## config.mk

```make
export PLATFORM = sky130hd
export DESIGN_NAME = hsu_csr_top
export DESIGN_NICKNAME = d
export VERILOG_FILES = /design/src/rtl/hsu_csr_pkg.sv /design/src/rtl/hsu_sticky_bank.sv /design/src/rtl/hsu_cfg_regs.sv /design/src/rtl/hsu_irq_merge.sv /design/src/rtl/hsu_csr_top.sv
export SDC_FILE = /design/constraint.sdc
export NUM_CORES = 1
export LEC_CHECK = 0
export BUFFER_PORTS_ARGS = -buffer_cell sky130_fd_sc_hd__buf_2
export CORE_AREA = 2 2 74 76
export CTS_BUF_LIST = sky130_fd_sc_hd__clkbuf_16
export DETAILED_ROUTE_END_ITERATION = 10
export DIE_AREA = 0 0 76 78
export PLACE_DENSITY = 0.84
export SLEW_MARGIN = 5
export SYNTH_ARGS = -nofsm -noshare
export SYNTH_HDL_FRONTEND = slang
export SYNTH_SLANG_ARGS = --single-unit
```

## constraint.sdc

```tcl
create_clock -name clk -period 1.2 [get_ports clk]
set_input_delay 0.06 -clock clk [delete_from_list [all_inputs] [get_ports clk]]
set_output_delay 0.06 -clock clk [all_outputs]
set_load 0.1 [all_outputs]
```

## src/rtl/hsu_csr_pkg.sv

```systemverilog
package hsu_csr_pkg;

    localparam int DATA_W     = 32;
    localparam int CTRL_W     = 22;
    localparam int NUM_STICKY = 4;

    // sticky flag slots
    localparam int ST_TX  = 0;
    localparam int ST_FE  = 1;
    localparam int ST_BRK = 2;
    localparam int ST_OVR = 3;

    // status word bit used by the software set of the transmit flag
    localparam int SOFT_TX_BIT = 6;

    typedef enum logic [2:0] {
        W_DATA  = 3'd0,
        W_LEVEL = 3'd1,
        W_STAT  = 3'd2,
        W_CTRL  = 3'd3,
        W_RATE  = 3'd4
    } word_e;

    typedef struct packed {
        logic       rts_inv;    // 21
        logic [1:0] rts_depth;  // 20:19
        logic       rts_en;     // 18
        logic [1:0] tmo_sel;    // 17:16
        logic       cts_inv;    // 15
        logic       cts_en;     // 14
        logic [4:0] samp_ofs;   // 13:9
        logic       brk_force;  // 8
        logic       en_err;     // 7
        logic       en_rx;      // 6
        logic       en_tx;      // 5
        logic [2:0] rx_trig;    // 4:2
        logic [1:0] tx_trig;    // 1:0
    } ctrl_t;

    localparam ctrl_t CTRL_RST = '{samp_ofs: 5'd20, default: '0};
    localparam logic [7:0] RATE_RST = 8'hFF;

    // position of each sticky slot inside the status word
    function automatic int stat_pos(input int slot);
        case (slot)
            ST_TX:   return 0;
            ST_FE:   return 3;
            ST_BRK:  return 4;
            default: return 5;
        endcase
    endfunction

endpackage

```

## src/rtl/hsu_sticky_bank.sv

```systemverilog
module hsu_sticky_bank #(
    parameter int N = 4
) (
    input  logic         clk,
    input  logic         rst,
    input  logic [N-1:0] set_i,
    input  logic [N-1:0] clr_i,
    output logic [N-1:0] q_o
);
    for (genvar i = 0; i < N; i++) begin : g_bit
        always_ff @(posedge clk) begin
            if (rst)
                q_o[i] <= 1'b0;
            else if (set_i[i])
                q_o[i] <= 1'b1;
            else if (clr_i[i])
                q_o[i] <= 1'b0;
        end
    end
endmodule

```

## src/rtl/hsu_cfg_regs.sv

```systemverilog
module hsu_cfg_regs
    import hsu_csr_pkg::*;
(
    input  logic              clk,
    input  logic              rst,
    input  logic              wr_ctrl,
    input  logic              wr_rate,
    input  logic [CTRL_W-1:0] wval,
    output ctrl_t             ctrl_o,
    output logic [7:0]        rate_o
);
    always_ff @(posedge clk) begin
        if (rst) begin
            ctrl_o <= CTRL_RST;
            rate_o <= RATE_RST;
        end else begin
            if (wr_ctrl) ctrl_o <= ctrl_t'(wval);
            if (wr_rate) rate_o <= wval[7:0];
        end
    end
endmodule

```

## src/rtl/hsu_irq_merge.sv

```systemverilog
module hsu_irq_merge
    import hsu_csr_pkg::*;
(
    input  logic [NUM_STICKY-1:0] sticky,
    input  logic                  rx_trig,
    input  logic                  rx_tmo,
    input  ctrl_t                 ctrl,
    output logic                  irq_o
);
    logic tx_src, rx_src, err_src;

    always_comb begin
        tx_src  = sticky[ST_TX] & ctrl.en_tx;
        rx_src  = (rx_trig | rx_tmo) & ctrl.en_rx;
        err_src = (sticky[ST_FE] | sticky[ST_BRK] | sticky[ST_OVR]) & ctrl.en_err;
        irq_o   = tx_src | rx_src | err_src;
    end
endmodule

```

## src/rtl/hsu_csr_top.sv

```systemverilog
module hsu_csr_top
    import hsu_csr_pkg::*;
#(
    parameter int ADDR_W = 5,
    parameter int LVL_W  = 8
) (
    input  logic              clk,
    input  logic              rst,
    input  logic              wr_en,
    input  logic              rd_en,
    input  logic [ADDR_W-1:0] addr,
    input  logic [DATA_W-1:0] wdata,
    output logic [DATA_W-1:0] rdata,
    input  logic              ev_tx_req,
    input  logic              ev_frame_err,
    input  logic              ev_break,
    input  logic              ev_overrun,
    input  logic              rx_trig_hit,
    input  logic              rx_idle_tmo,
    input  logic [LVL_W-1:0]  tx_count,
    input  logic [LVL_W-1:0]  rx_count,
    input  logic [7:0]        rx_byte,
    input  logic              rx_none,
    input  logic              rx_bad,
    input  logic              rx_brk_char,
    output logic              tx_push,
    output logic [7:0]        tx_byte,
    output logic              rx_pop,
    output logic              irq,
    output logic [CTRL_W-1:0] cfg_word,
    output logic [7:0]        rate_div
);
    localparam int IDX_W = ADDR_W - 2;

    logic [IDX_W-1:0]      widx;
    logic                  hit_data, hit_level, hit_stat, hit_ctrl, hit_rate;
    logic [NUM_STICKY-1:0] st_set, st_clr, st_q;
    logic [NUM_STICKY-1:0] ev_vec;
    ctrl_t                 ctrl_q;
    logic [7:0]            rate_q;
    logic [DATA_W-1:0]     stat_word, level_word;
    logic                  unused_wbits;

    assign unused_wbits = ^{wdata[DATA_W-1:CTRL_W], addr[1:0]};

    assign widx      = addr[ADDR_W-1:2];
    assign hit_data  = (widx == IDX_W'(W_DATA));
    assign hit_level = (widx == IDX_W'(W_LEVEL));
    assign hit_stat  = (widx == IDX_W'(W_STAT));
    assign hit_ctrl  = (widx == IDX_W'(W_CTRL));
    assign hit_rate  = (widx == IDX_W'(W_RATE));

    assign ev_vec[ST_TX]  = ev_tx_req;
    assign ev_vec[ST_FE]  = ev_frame_err;
    assign ev_vec[ST_BRK] = ev_break;
    assign ev_vec[ST_OVR] = ev_overrun;

    for (genvar s = 0; s < NUM_STICKY; s++) begin : g_clr
        assign st_clr[s] = wr_en & hit_stat & wdata[stat_pos(s)];
        if (s == ST_TX) begin : g_soft
            assign st_set[s] = ev_vec[s] | (wr_en & hit_stat & wdata[SOFT_TX_BIT]);
        end else begin : g_plain
            assign st_set[s] = ev_vec[s];
        end
    end

    hsu_sticky_bank #(.N(NUM_STICKY)) u_sticky (
        .clk   (clk),
        .rst   (rst),
        .set_i (st_set),
        .clr_i (st_clr),
        .q_o   (st_q)
    );

    hsu_cfg_regs u_cfg (
        .clk     (clk),
        .rst     (rst),
        .wr_ctrl (wr_en & hit_ctrl),
        .wr_rate (wr_en & hit_rate),
        .wval    (wdata[CTRL_W-1:0]),
        .ctrl_o  (ctrl_q),
        .rate_o  (rate_q)
    );

    hsu_irq_merge u_irq (
        .sticky  (st_q),
        .rx_trig (rx_trig_hit),
        .rx_tmo  (rx_idle_tmo),
        .ctrl    (ctrl_q),
        .irq_o   (irq)
    );

    always_comb begin
        stat_word    = '0;
        stat_word[1] = rx_trig_hit;
        stat_word[2] = rx_idle_tmo;
        for (int s = 0; s < NUM_STICKY; s++)
            stat_word[stat_pos(s)] = st_q[s];

        level_word = '0;
        level_word[LVL_W-1:0]  = rx_count;
        level_word[8 +: LVL_W] = tx_count;
    end

    always_comb begin
        rdata = '0;
        if (hit_data)       rdata[10:0] = {rx_brk_char, rx_bad, rx_none, rx_byte};
        else if (hit_level) rdata = level_word;
        else if (hit_stat)  rdata = stat_word;
        else if (hit_ctrl)  rdata[CTRL_W-1:0] = ctrl_q;
        else if (hit_rate)  rdata[7:0] = rate_q;
    end

    assign tx_push  = wr_en & hit_data;
    assign tx_byte  = wdata[7:0];
    assign rx_pop   = rd_en & hit_data;
    assign cfg_word = ctrl_q;
    assign rate_div = rate_q;

endmodule

```

# Yosys cells after proc, flatten, opt, wreduce, memory -nomap -nowiden
# Cells that the tools add are included.
# word_totals
reg_bits	34
inputBits	74
out_inout_bits	73
# classes
n_eq_ne	4
mux	15
bitwise_logic	19
n_reduce_logical	5
# op_table
operator	n
$mux 22	2
$mux 11	2
$mux 8	2
$mux 14	1
$and 1x1->1	13
$mux 1	8
$reduce_bool 2->1	4
$eq 3x2->1 const B	2
$or 1x1->1	6
$eq 3x1->1 const B	1
$eq 3x3->1 const B	1
$logic_not 3->1	1

# Logic depth before layout (Yosys ltp)
# Gate-level depths: netlist of run 1.
# logic_depth
ltp_word	6
ltp_mapped	5

# Hierarchy
# A second synthesis of run 1 with hierarchy kept.
# hier_totals
hier_cells	227
hier_area_um2	2105.8
# by_module_without_submodules
mod	instances	cells_per_inst	area_each_um2	seq_area_each_um2
hsu_cfg_regs	1	97	1086.0	600.6
hsu_csr_top	1	110	858.3	0.0
hsu_sticky_bank	1	16	140.1	80.1
hsu_irq_merge	1	4	21.3	0.0

# Worst setup path before layout of run 1
# OpenSTA, ideal clock, no wires.
# synth_timing
path_type	in2out
from	input port addr[3]
to	output port rx_pop
arrival_time_ns	3.712
required_ns	1.140
slack_ns	-2.572
cell_stages	4
cell_sequence	buf_2 -> buf_4 -> buf_2 -> nor4b_1
# synth_via
elab_chain_len	2
# synth_rtl
element	line_no	rtl
start, declared	hsu_csr_top.sv:11	input logic [ADDR_W-1:0] addr,
$logic_not 3->1	hsu_csr_top.sv:47	assign hit_data = (widx == IDX_W'(W_DATA));
$and 1x1->1	hsu_csr_top.sv:116	assign rx_pop = rd_en & hit_data;
end, declared	hsu_csr_top.sv:28	output logic rx_pop,
# Every way passes these cells.

# Final worst setup path of run 1
# layout_timing
from	register u_cfg.rate_o[2]
to	output port rdata[2]
# layout_via
elab_chain_len	5
# layout_rtl
element	line_no	rtl
start, declared	hsu_cfg_regs.sv:10	output logic [7:0] rate_o
start signal, assigned	hsu_cfg_regs.sv:18	if (wr_rate) rate_o <= wval[7:0];
$mux 8	hsu_csr_top.sv:111	else if (hit_rate) rdata[7:0] = rate_q;
$mux 8	hsu_csr_top.sv:110	else if (hit_ctrl) rdata[CTRL_W-1:0] = ctrl_q;
$mux 22	hsu_csr_top.sv:109	else if (hit_stat) rdata = stat_word;
$mux 22	hsu_csr_top.sv:108	else if (hit_level) rdata = level_word;
$mux 11	hsu_csr_top.sv:107	if (hit_data) rdata[10:0] = {rx_brk_char, rx_bad, rx_none, rx_byte};
end, declared	hsu_csr_top.sv:13	output logic [DATA_W-1:0] rdata,
# Every way passes these cells.

==> reports/metrics.cfg, run 1 <==
[sta]
setup-tns-final_ns=-0.7145
rsz0062_at_grt=true
slew_violations=0
hold_viol=0
clock_skew_ns=0
fin_hold_ws_ns=0.01643
fmax_ghz=0.7630
fin_ws_ns=-0.1106
setup_viol=7
min_period_ns=1.311
min_period_over_period_pct=109.2

[critical_path]
cp_max_fo=3
crit_start=u_cfg.rate_o[2]
reg2regPathDepth=2
r2r_end=u_cfg.rate_o[2]
ff2ff_setup_slack_ns=0.35
critPathCaptureType=output pin
crit_type=reg -> out
worstPathArrival_ns=1.25
critPathRequiredTime_ns=1.14
rr_startpoint=u_cfg.rate_o[2]
critical_path.startpoint_type=register

[clock_network]
numCtsBuffers=5
clk_pin_slew_ns=0.05
cts.htree.levels=2
cts.path.max_buffers=2
cts_sinks=34
clock_latency_ns=0.27
post_cts_buffers=0
root_buffer=clkbuf_16
cts_tree=done

[global_route]
antenna_found_initial=0
grt_pass1_wl_mm=10.95
grt_max_degree=21
grtUsageTotal_pct=22.54
grt.overflow.total=0
grt_pass1_vias=2266

[power]
peakVddDrop_uv=871.1
power_density_nw_per_um2=1035
p_leak_nw=1.610
power_mw=3.873

[synthesis]
yosys_warnings=0
postSynth.asyncResetShare_pct=0
yosys_most_used_dff=dfxtp_1
synth_cell_types=35
ys_seq_area_share_pct=33.56
synth_seq_cells=34
syn_area_um2=2028
synth_cells=250
synth_area_per_cell_um2=8.113
synth-edff-count=0

[place]
dp_hpwl_mm=5.280
place.gp.congestion=0.8205
post-place-ws_ns=-0.1193
portBuffers=124

[floorplan]
core_area_um2=5042
ios=147
start_util_pct=40.22
die_area_um2=5928
row_count=26
die_w_um=76
die_h_um=78

[min_path]
hold_start=wdata[11]
min_delay_worst_endpoint=u_cfg.ctrl_o[11]
hold_path_depth=3
hp-class=in -> reg

[drt]
vias_per_cell=5.198
drt_iter0_markers=101
ant_nets=0
drc=0
dr.pass1.iters=4
wl_mm=6.815
wl_per_cell_um=15.35
vias=2308

[flow_run]
maxCapViolCount=0

[layout]
seqCellArea_um2=780.7
n_fill_cell=358
syn_to_final_growth_pct=84.45
finish.net_count=447
multi_input_comb_area_um2=1490
drive_gt1_share_pct=61.50
diodes=0

[run_status]
status=complete, but fails checks
failed_checks=negative setup slack

==> how the worst max path moves through the flow <==
stage                endpoint  slack [ns]  cells past startpoint
floorplan            rdata[6]       -0.43                      2
detailed placement  rdata[20]       -0.12                      5
finish               rdata[2]       -0.11                      4
CTS                  rdata[5]       -0.13                      4
global route              irq       -0.16                      4
global placement    rdata[20]       -0.10                      5
==> registers in the layout, indices dropped and copies added, names as in the netlist <==
| signal | cells |
|---|---|
| u_cfg.rate_o | 8 |
| u_cfg.ctrl_o | 22 |
| u_sticky.q_o | 4 |
==> kinds of logic after synthesis <==
group	after synthesis	share of synthesized area (%)
and+or+nand+nor	91	23.32
AOI/OAI and AO/OA	67	22.46
buffers and inverters	41	12.58
DFF	34	33.56
muxes	16	7.896
other	1	0.1849
==> stage by stage <==
stage / instances / area [um2] / utilization [%]
final: 444 / 3741 / 74.19
after global routing: 444 / 3741 / 74.19
after CTS: 444 / 3659 / 72.56
after detailed placement: 436 / 3497 / 69.35
after global placement: 436 / 3497 / 69.35
after floorplan: 259 / 2506 / -
==> per-layer routing <==
metal | part of all wire [%] | wire, um | track usage [%] | vias to the layer above
met1 | 41 | 2763 | 28.14 | 1071
met3 | 6.2 | 425 | 3.488 | 6
met5 | 0 | 0 | 0 | -
met4 | 0.85 | 58 | 6.727 | 0
li1 | - | - | - | 1112
met2 | 52 | 3567 | 40.18 | 119
==> cell usage in the layout (no fill, tap or decap), types with 2 or more instances in the layout <==
master / n
nand3b_1: 8
nor2_4: 8
a31oi_2: 2
inv_1: 3
nand2_1: 45
buf_8: 2
nor4b_4: 2
a2bb2oi_2: 3
mux2i_2: 4
nor2_1: 3
o21a_1: 6
o211a_1: 6
a21oi_2: 2
clkinv_1: 3
nor2b_1: 9
o31ai_4: 2
conb_1: 10
nor4bb_2: 2
buf_2: 99
and3_4: 6
buf_4: 13
mux2i_1: 9
dfxtp_1: 2
dfxtp_4: 24
a211o_1: 8
dfxtp_2: 8
o22ai_4: 6
a311oi_1: 3
buf_12: 30
mux2i_4: 3
a21oi_1: 26
clkbuf_16: 5
==> synthesized netlist by cell type, types with 2 or more instances <==
master,number,area [um2]
dfxtp_1,34,680.7
nor4bb_1,2,20.02
a2bb2oi_1,3,26.28
o211a_1,6,60.06
a311oi_1,3,26.28
inv_1,3,11.26
nor2_1,11,41.29
and3_1,6,37.54
nand2_1,45,168.9
o21a_1,6,45.04
o22ai_1,6,37.54
a211o_1,8,70.07
clkbuf_1,7,26.28
buf_4,19,142.6
nor2b_1,10,62.56
buf_2,9,45.04
nand3b_1,8,60.06
a31oi_1,2,12.51
nor4b_1,2,17.52
mux2i_1,16,160.2
o31ai_1,3,22.52
a21oi_1,28,140.1
==> critical path: stages (launching register included) <==
cell and delay, ns:
dfxtp_4 0.35, mux2i_1 0.06, o21a_1 0.20, o22ai_4 0.17, buf_12 0.20
==> power breakdown <==
| group | switching, mW | total, mW | internal [mW] |
|---|---|---|---|
| registers | 0.0344 | 1.17 | 1.13 |
| clock network | 0.423 | 1.17 | 0.745 |
| logic | 1.06 | 1.54 | 0.481 |
| total | 1.52 | 3.87 | 2.36 |
==> repair_timing <==
item	CTS	global route
hold buffers	0	0
endpoints found under the setup margin	19	20
cloned	0	0
gates resized for setup	7	16
hold endpoints to repair	0	0
pin swaps	9	3
==> final cells by class <==
type	instances	share of cell area, %
Clock buffer	5	3.344
Clock inverter	3	0.3010
Inverter	3	0.3010
Multi-Input combinational cell	184	39.83
Sequential cell	34	20.87
Tap cell	70	2.341
Timing Repair Buffer	145	33.01
(Power assumes the default switching activity.)
==> run 2: changes to the inputs <==
--- a/config.mk
+++ b/config.mk
@@ -11,6 +11,7 @@
 export DETAILED_ROUTE_END_ITERATION = 10
 export DIE_AREA = 0 0 76 78
 export PLACE_DENSITY = 0.84
+export RECOVER_POWER = 100
 export SLEW_MARGIN = 5
 export SYNTH_ARGS = -nofsm -noshare
 export SYNTH_HDL_FRONTEND = slang
==> run 2 against run 1 <==
Against the previous run:
- the flow still finishes with violations (negative setup slack)
- power fell by 0.48%
- sequential cell count unchanged
- final area down 2.4%
- clock power is essentially flat
- via count hardly changed
- non-clock buffer count stayed put
- critical endpoint is now rdata[3]
==> reports/metrics.cfg, run 2 (synthesis results as in run 1) <==
[layout]
drive_gt1_share_pct=60.96  ; -0.53 points
mostFrequentLayoutCells=buf_2, nand2_1, clkbuf_2
postLayoutCellArea_um2=3652  ; -2.4%
top_regs=u_cfg.ctrl_o x22, u_cfg.rate_o x8, u_sticky.q_o x4
largest_reg_flops=22  ; unchanged
mostFrequentLayoutCell=buf_2
syn_to_final_growth_pct=80.07
postLayoutCoreUtil_pct=72.43  ; -1.8 points
stdcell_count=444  ; unchanged
largest-register=u_cfg.ctrl_o
finish.net_count=447  ; unchanged
diodes=0  ; unchanged

[power]
pwr-share-clk_pct=30.4  ; +0.2 points
power_mw=3.854  ; -0.48%
p_leak_nw=1.589  ; -1.3%
seq_power_share_pct=30.2  ; about the same
power_density_nw_per_um2=1055  ; +1.9%
switching_power_mw=1.513  ; -0.17%
p_comb_share_pct=39.4  ; -0.4 points
p_int_mw=2.341  ; -0.68%
switching_share_pct=39.26  ; +0.12 points
peakVddDrop_uv=876.2  ; +0.59%

[critical_path]
worstPathArrival_ns=1.25  ; about the same
critical_path.startpoint_type=register
cp_num_buf_inv=1  ; unchanged
critPathCaptureType=output pin
critPathRequiredTime_ns=1.14  ; about the same
critPathTopFamily=compound AO/OA/AOI/OAI gates
slowest_delay_ns=0.35  ; about the same
crit_type=reg -> out
cp_max_fo=3  ; unchanged
path_cells=mux2i_1, o21a_1, o22ai_4, buf_12
crit_slowest_cell=dfxtp_4

[clock_network]
clock_latency_ns=0.27  ; about the same
post_cts_buffers=0  ; unchanged
numCtsBuffers=5  ; unchanged
root_buffer=clkbuf_16
cts_hold_buf=0  ; unchanged
cts_tree=done
cts_sinks=34  ; unchanged
cts.path.max_buffers=2  ; unchanged
cts.htree.levels=2  ; unchanged
clk_pin_slew_ns=0.05  ; about the same

[place]
postPlaceCellArea_um2=3497  ; unchanged
portBuffers=124  ; unchanged
dp_hpwl_mm=5.280  ; unchanged
place.gp.congestion=0.8205  ; unchanged
dp_cells=436  ; unchanged

[sta]
slew_violations=0  ; unchanged
fmax_ghz=0.7643  ; +0.17%
hold_viol=0  ; unchanged
fin_ws_ns=-0.1084  ; +0.002269 ns
worstMarginPinSlew_ns=0.5510
setup-tns-final_ns=-0.7264  ; -0.01184 ns
slew_headroom_pct=63.43
min_period_ns=1.308  ; -0.002269 ns
setup_viol=7  ; unchanged
clock_skew_ns=0  ; unchanged
rsz0062_at_grt=true
min_period_over_period_pct=109.0  ; -0.19 points

[global_route]
grt_max_degree=21  ; unchanged
grt_pass1_vias=2266  ; unchanged
grt.overflow.total=0  ; unchanged
grtUsageTotal_pct=22.54  ; unchanged
antenna_found_initial=0  ; unchanged
grt_pass1_wl_mm=10.95  ; unchanged

[drt]
drc=0  ; unchanged
wl_per_cell_um=15.31  ; -0.28%
vias_per_cell=5.200  ; about the same
vias=2309  ; +0.043%
ant_nets=0  ; unchanged
wl_mm=6.796  ; -0.28%
drt_iter0_markers=90  ; -11%
dr.pass1.iters=4  ; unchanged

[run_status]
failed_checks=negative setup slack
status=complete, but fails checks

[floorplan]
start_util_pct=40.22  ; unchanged
row_count=26  ; unchanged
die_h_um=78  ; unchanged
die_area_um2=5928  ; unchanged
ios=147  ; unchanged
core_area_um2=5042  ; unchanged
die_w_um=76  ; unchanged

[flow_run]
maxCapViolCount=0  ; unchanged

[min_path]
hp-class=in -> reg

## run 2: path summary, 6_finish.rpt
kind / start / to / slack, ns / cells after the start
worst min register to register: u_cfg.ctrl_o[19] / u_cfg.ctrl_o[19] / 0.46 / 2
worst max register to register: u_cfg.rate_o[2] / u_cfg.rate_o[2] / 0.34 / 2
worst max-delay path: u_cfg.rate_o[3] / rdata[3] / -0.11 / 4
worst min-delay path: wdata[11] / u_cfg.ctrl_o[11] / 0.01 / 3
## run 2: metrics by stage
stage,setup slack (ns),hold slack [ns]
CTS,-0.1278,0.007133
finish,-0.1084,0.01393
global route,-0.1575,0.02087
global placement,-0.1026,0.2765
detailed placement,-0.1193,0.2860
floorplan,-0.4312,0.1687
## run 2: layer usage
layer  global-route usage, %  vias to the layer above  share of wire, %
li1                        -                     1104                 -
met5                       0                        -                 0
met1                   28.14                     1086                39
met4                   6.727                        0               1.2
met2                   40.18                      109                53
met3                   3.488                       10               6.8
## run 2: worst reg2reg max path, cell delays in order (launching register included)
cell	delay, ns
dfxtp_4	0.34
nor2b_1	0.12
a211o_1	0.28
## run 2: what timing repair did
| action | in CTS | in global routing |
|---|---|---|
| pin swaps | 9 | 3 |
| resized for setup | 7 | 16 |
| setup endpoints to repair | 19 | 20 |
## run 2: area by class of cell
class	count	area, um2
tap	70	87.58
fill	377	1390
multi-input combinational	184	1464
clock buffer	5	125.1
timing repair buffer	145	1172
sequential	34	780.7
clock inverter	3	11.26
inverter	3	11.26
## run 2: power groups by stage
stage | sequential, mW | combinational, mW | clock [mW]
after floorplan | 1.37 | 0.950 | 0
after global placement | 1.18 | 1.49 | 0
after detailed placement | 1.18 | 1.51 | 0
after CTS | 1.16 | 1.51 | 1.20
after global routing | 1.17 | 1.57 | 1.26
final | 1.17 | 1.52 | 1.17
==> run 3: changes to the inputs <==
==> constraint.sdc (replaced) <==
create_clock -name clk -period 1.5 [get_ports clk]
set_input_delay 0.075 -clock clk [delete_from_list [all_inputs] [get_ports clk]]
set_output_delay 0.075 -clock clk [all_outputs]
set_load 0.1 [all_outputs]
==> run 3 against run 2 <==
Against the previous run:
- clock power fell by 19%
- setup slack improved by 0.19 ns
- sequential cell count did not move
- the run now ends clean
==> reports/metrics.cfg, run 3 (synthesis results as in run 1) <==
[clock_network]
cts_hold_buf=0  ; unchanged
cts_resized=0  ; -7
numCtsBuffers=5  ; unchanged
cts_sinks=34  ; unchanged
cts_tree=done
clock_latency_ns=0.27  ; about the same
cts.path.max_buffers=2  ; unchanged
post_cts_buffers=0  ; unchanged
cts.htree.levels=2  ; unchanged
clk_pin_slew_ns=0.05  ; about the same
root_buffer=clkbuf_16

[drt]
dr.pass1.iters=4  ; unchanged
wl_mm=6.571  ; -3.3%
vias_per_cell=5.188  ; -0.25%
drc=0  ; unchanged
ant_nets=0  ; unchanged
vias=2267  ; -1.8%
wl_per_cell_um=15.04  ; -1.8%
drt_iter0_markers=90  ; unchanged

[floorplan]
core_area_um2=5042  ; unchanged
start_util_pct=40.22  ; unchanged
ios=147  ; unchanged
row_count=26  ; unchanged
die_w_um=76  ; unchanged
die_h_um=78  ; unchanged
die_area_um2=5928  ; unchanged

[critical_path]
crit_slowest_cell=buf_6
slowest_delay_ns=0.30  ; -0.05 ns
crit_top_cell=buf_6
crit_type=in -> out
critPathRequiredTime_ns=1.42  ; +0.28 ns
critical_path.startpoint_type=input port
cp_max_fo=30  ; +27
worstPathArrival_ns=1.34  ; +0.09 ns
path_cells=buf_2, buf_6, nor2b_1, buf_4, a21oi_1, o22ai_4, buf_6
critPathCaptureType=output pin
crit_start=addr[3]
rr_startpoint=u_cfg.rate_o[6]

[layout]
largest-register=u_cfg.ctrl_o
mostFrequentLayoutCell=buf_2
finish.net_count=440  ; -1.6%
largest_reg_flops=22  ; unchanged
drive_gt1_share_pct=50.95  ; -10 points
diodes=0  ; unchanged
mostFrequentLayoutCells=buf_2, nand2_1, clkbuf_2
top_regs=u_cfg.ctrl_o x22, u_cfg.rate_o x8, u_sticky.q_o x4
syn_to_final_growth_pct=58.73

[place]
dp_hpwl_mm=5.026  ; -4.8%
portBuffers=124  ; unchanged
post-place-ws_ns=-0.02818  ; +0.09109 ns
place.gp.congestion=0.7682  ; -6.4%

[sta]
setup_viol=0  ; -7
slew_violations=0  ; unchanged
fin_hold_ws_ns=0.02348  ; +0.009548 ns
setup-tns-final_ns=0  ; +0.7264 ns
hold_viol=0  ; unchanged
min_period_ns=1.415
rsz0062_at_grt=false
slew_headroom_pct=22.46  ; -41 points
fmax_ghz=0.7068
fin_ws_ns=0.08514  ; +0.1935 ns
clock_skew_ns=0  ; unchanged
worstMarginPinSlew_ns=1.168  ; +0.6172 ns
min_period_over_period_pct=94.32

[power]
power_density_nw_per_um2=923.5  ; -12%
peakVddDrop_uv=724.8  ; -17%
p_leak_nw=1.474  ; -7.3%

[min_path]
hold_start=wdata[13]
hp-class=in -> reg

[flow_run]
maxCapViolCount=0  ; unchanged

[global_route]
grt.overflow.total=0  ; unchanged
grt_pass1_wl_mm=10.78  ; -1.5%
grt_pass1_vias=2273  ; +0.31%
grt_max_degree=35  ; +67%
grtUsageTotal_pct=22.12  ; -0.42 points
antenna_found_initial=0  ; unchanged

[run_status]
status=finished, final reports clean

run 3: cell types whose count changed in the layout (fill, tap and decap cells not counted), sizes merged:
cell and delta:
buf -8, clkbuf +1, clkinv -1, inv +1
run 3: final cells by class:
type                       instances  area [um2]
inverter                           3       11.26
clock buffer                       5       125.1
timing repair buffer             138       917.1
fill                             431        1823
tap                               70       87.58
sequential                        34       753.2
multi-input combinational        184        1313
clock inverter                     3       12.51
run 3: stage by stage:
| stage | instance area (um2) | instances | power (mW) | util (%) |
|---|---|---|---|---|
| after floorplan | 2409 | 259 | 1.849 | - |
| after global placement | 3309 | 429 | 2.107 | 65.63 |
| after detailed placement | 3309 | 429 | 2.123 | 65.63 |
| after CTS | 3447 | 437 | 3.073 | 68.36 |
| after global routing | 3219 | 437 | 3.094 | 63.85 |
| final | 3219 | 437 | 2.973 | 63.85 |
run 3: where the power goes:
group          internal [mW]  leakage [nW]  total (mW)  switching, mW
clock                  0.599        0.0724       0.944          0.345
combinational          0.279          1.11        1.09          0.809
sequential             0.918         0.287       0.941         0.0234
total                   1.80          1.47        2.97           1.18
run 3: critical path, delay by kind of cell:
family	cells	cell delay, ns
AOI/OAI and AO/OA	2	0.25
buffers and inverters	4	0.82
and+or+nand+nor	1	0.18
run 3: path summary, 6_finish.rpt:
kind | endpoint | slack [ns] | depth (start not counted)
worst max-delay path | rdata[3] | 0.09 | 7
worst min-delay path | u_cfg.ctrl_o[13] | 0.02 | 3
worst max register to register | u_cfg.rate_o[6] | 0.63 | 2
worst min register to register | u_cfg.ctrl_o[17] | 0.46 | 2
run 3: routing by layer:
metal / vias up / wire length (um) / GRT usage [%]
li1: 1092 / - / -
met1: 1067 / 2566 / 24.59
met2: 102 / 3504 / 42.86
met3: 6 / 436 / 4.884
met4: 0 / 64 / 4.909
met5: - / 0 / 0
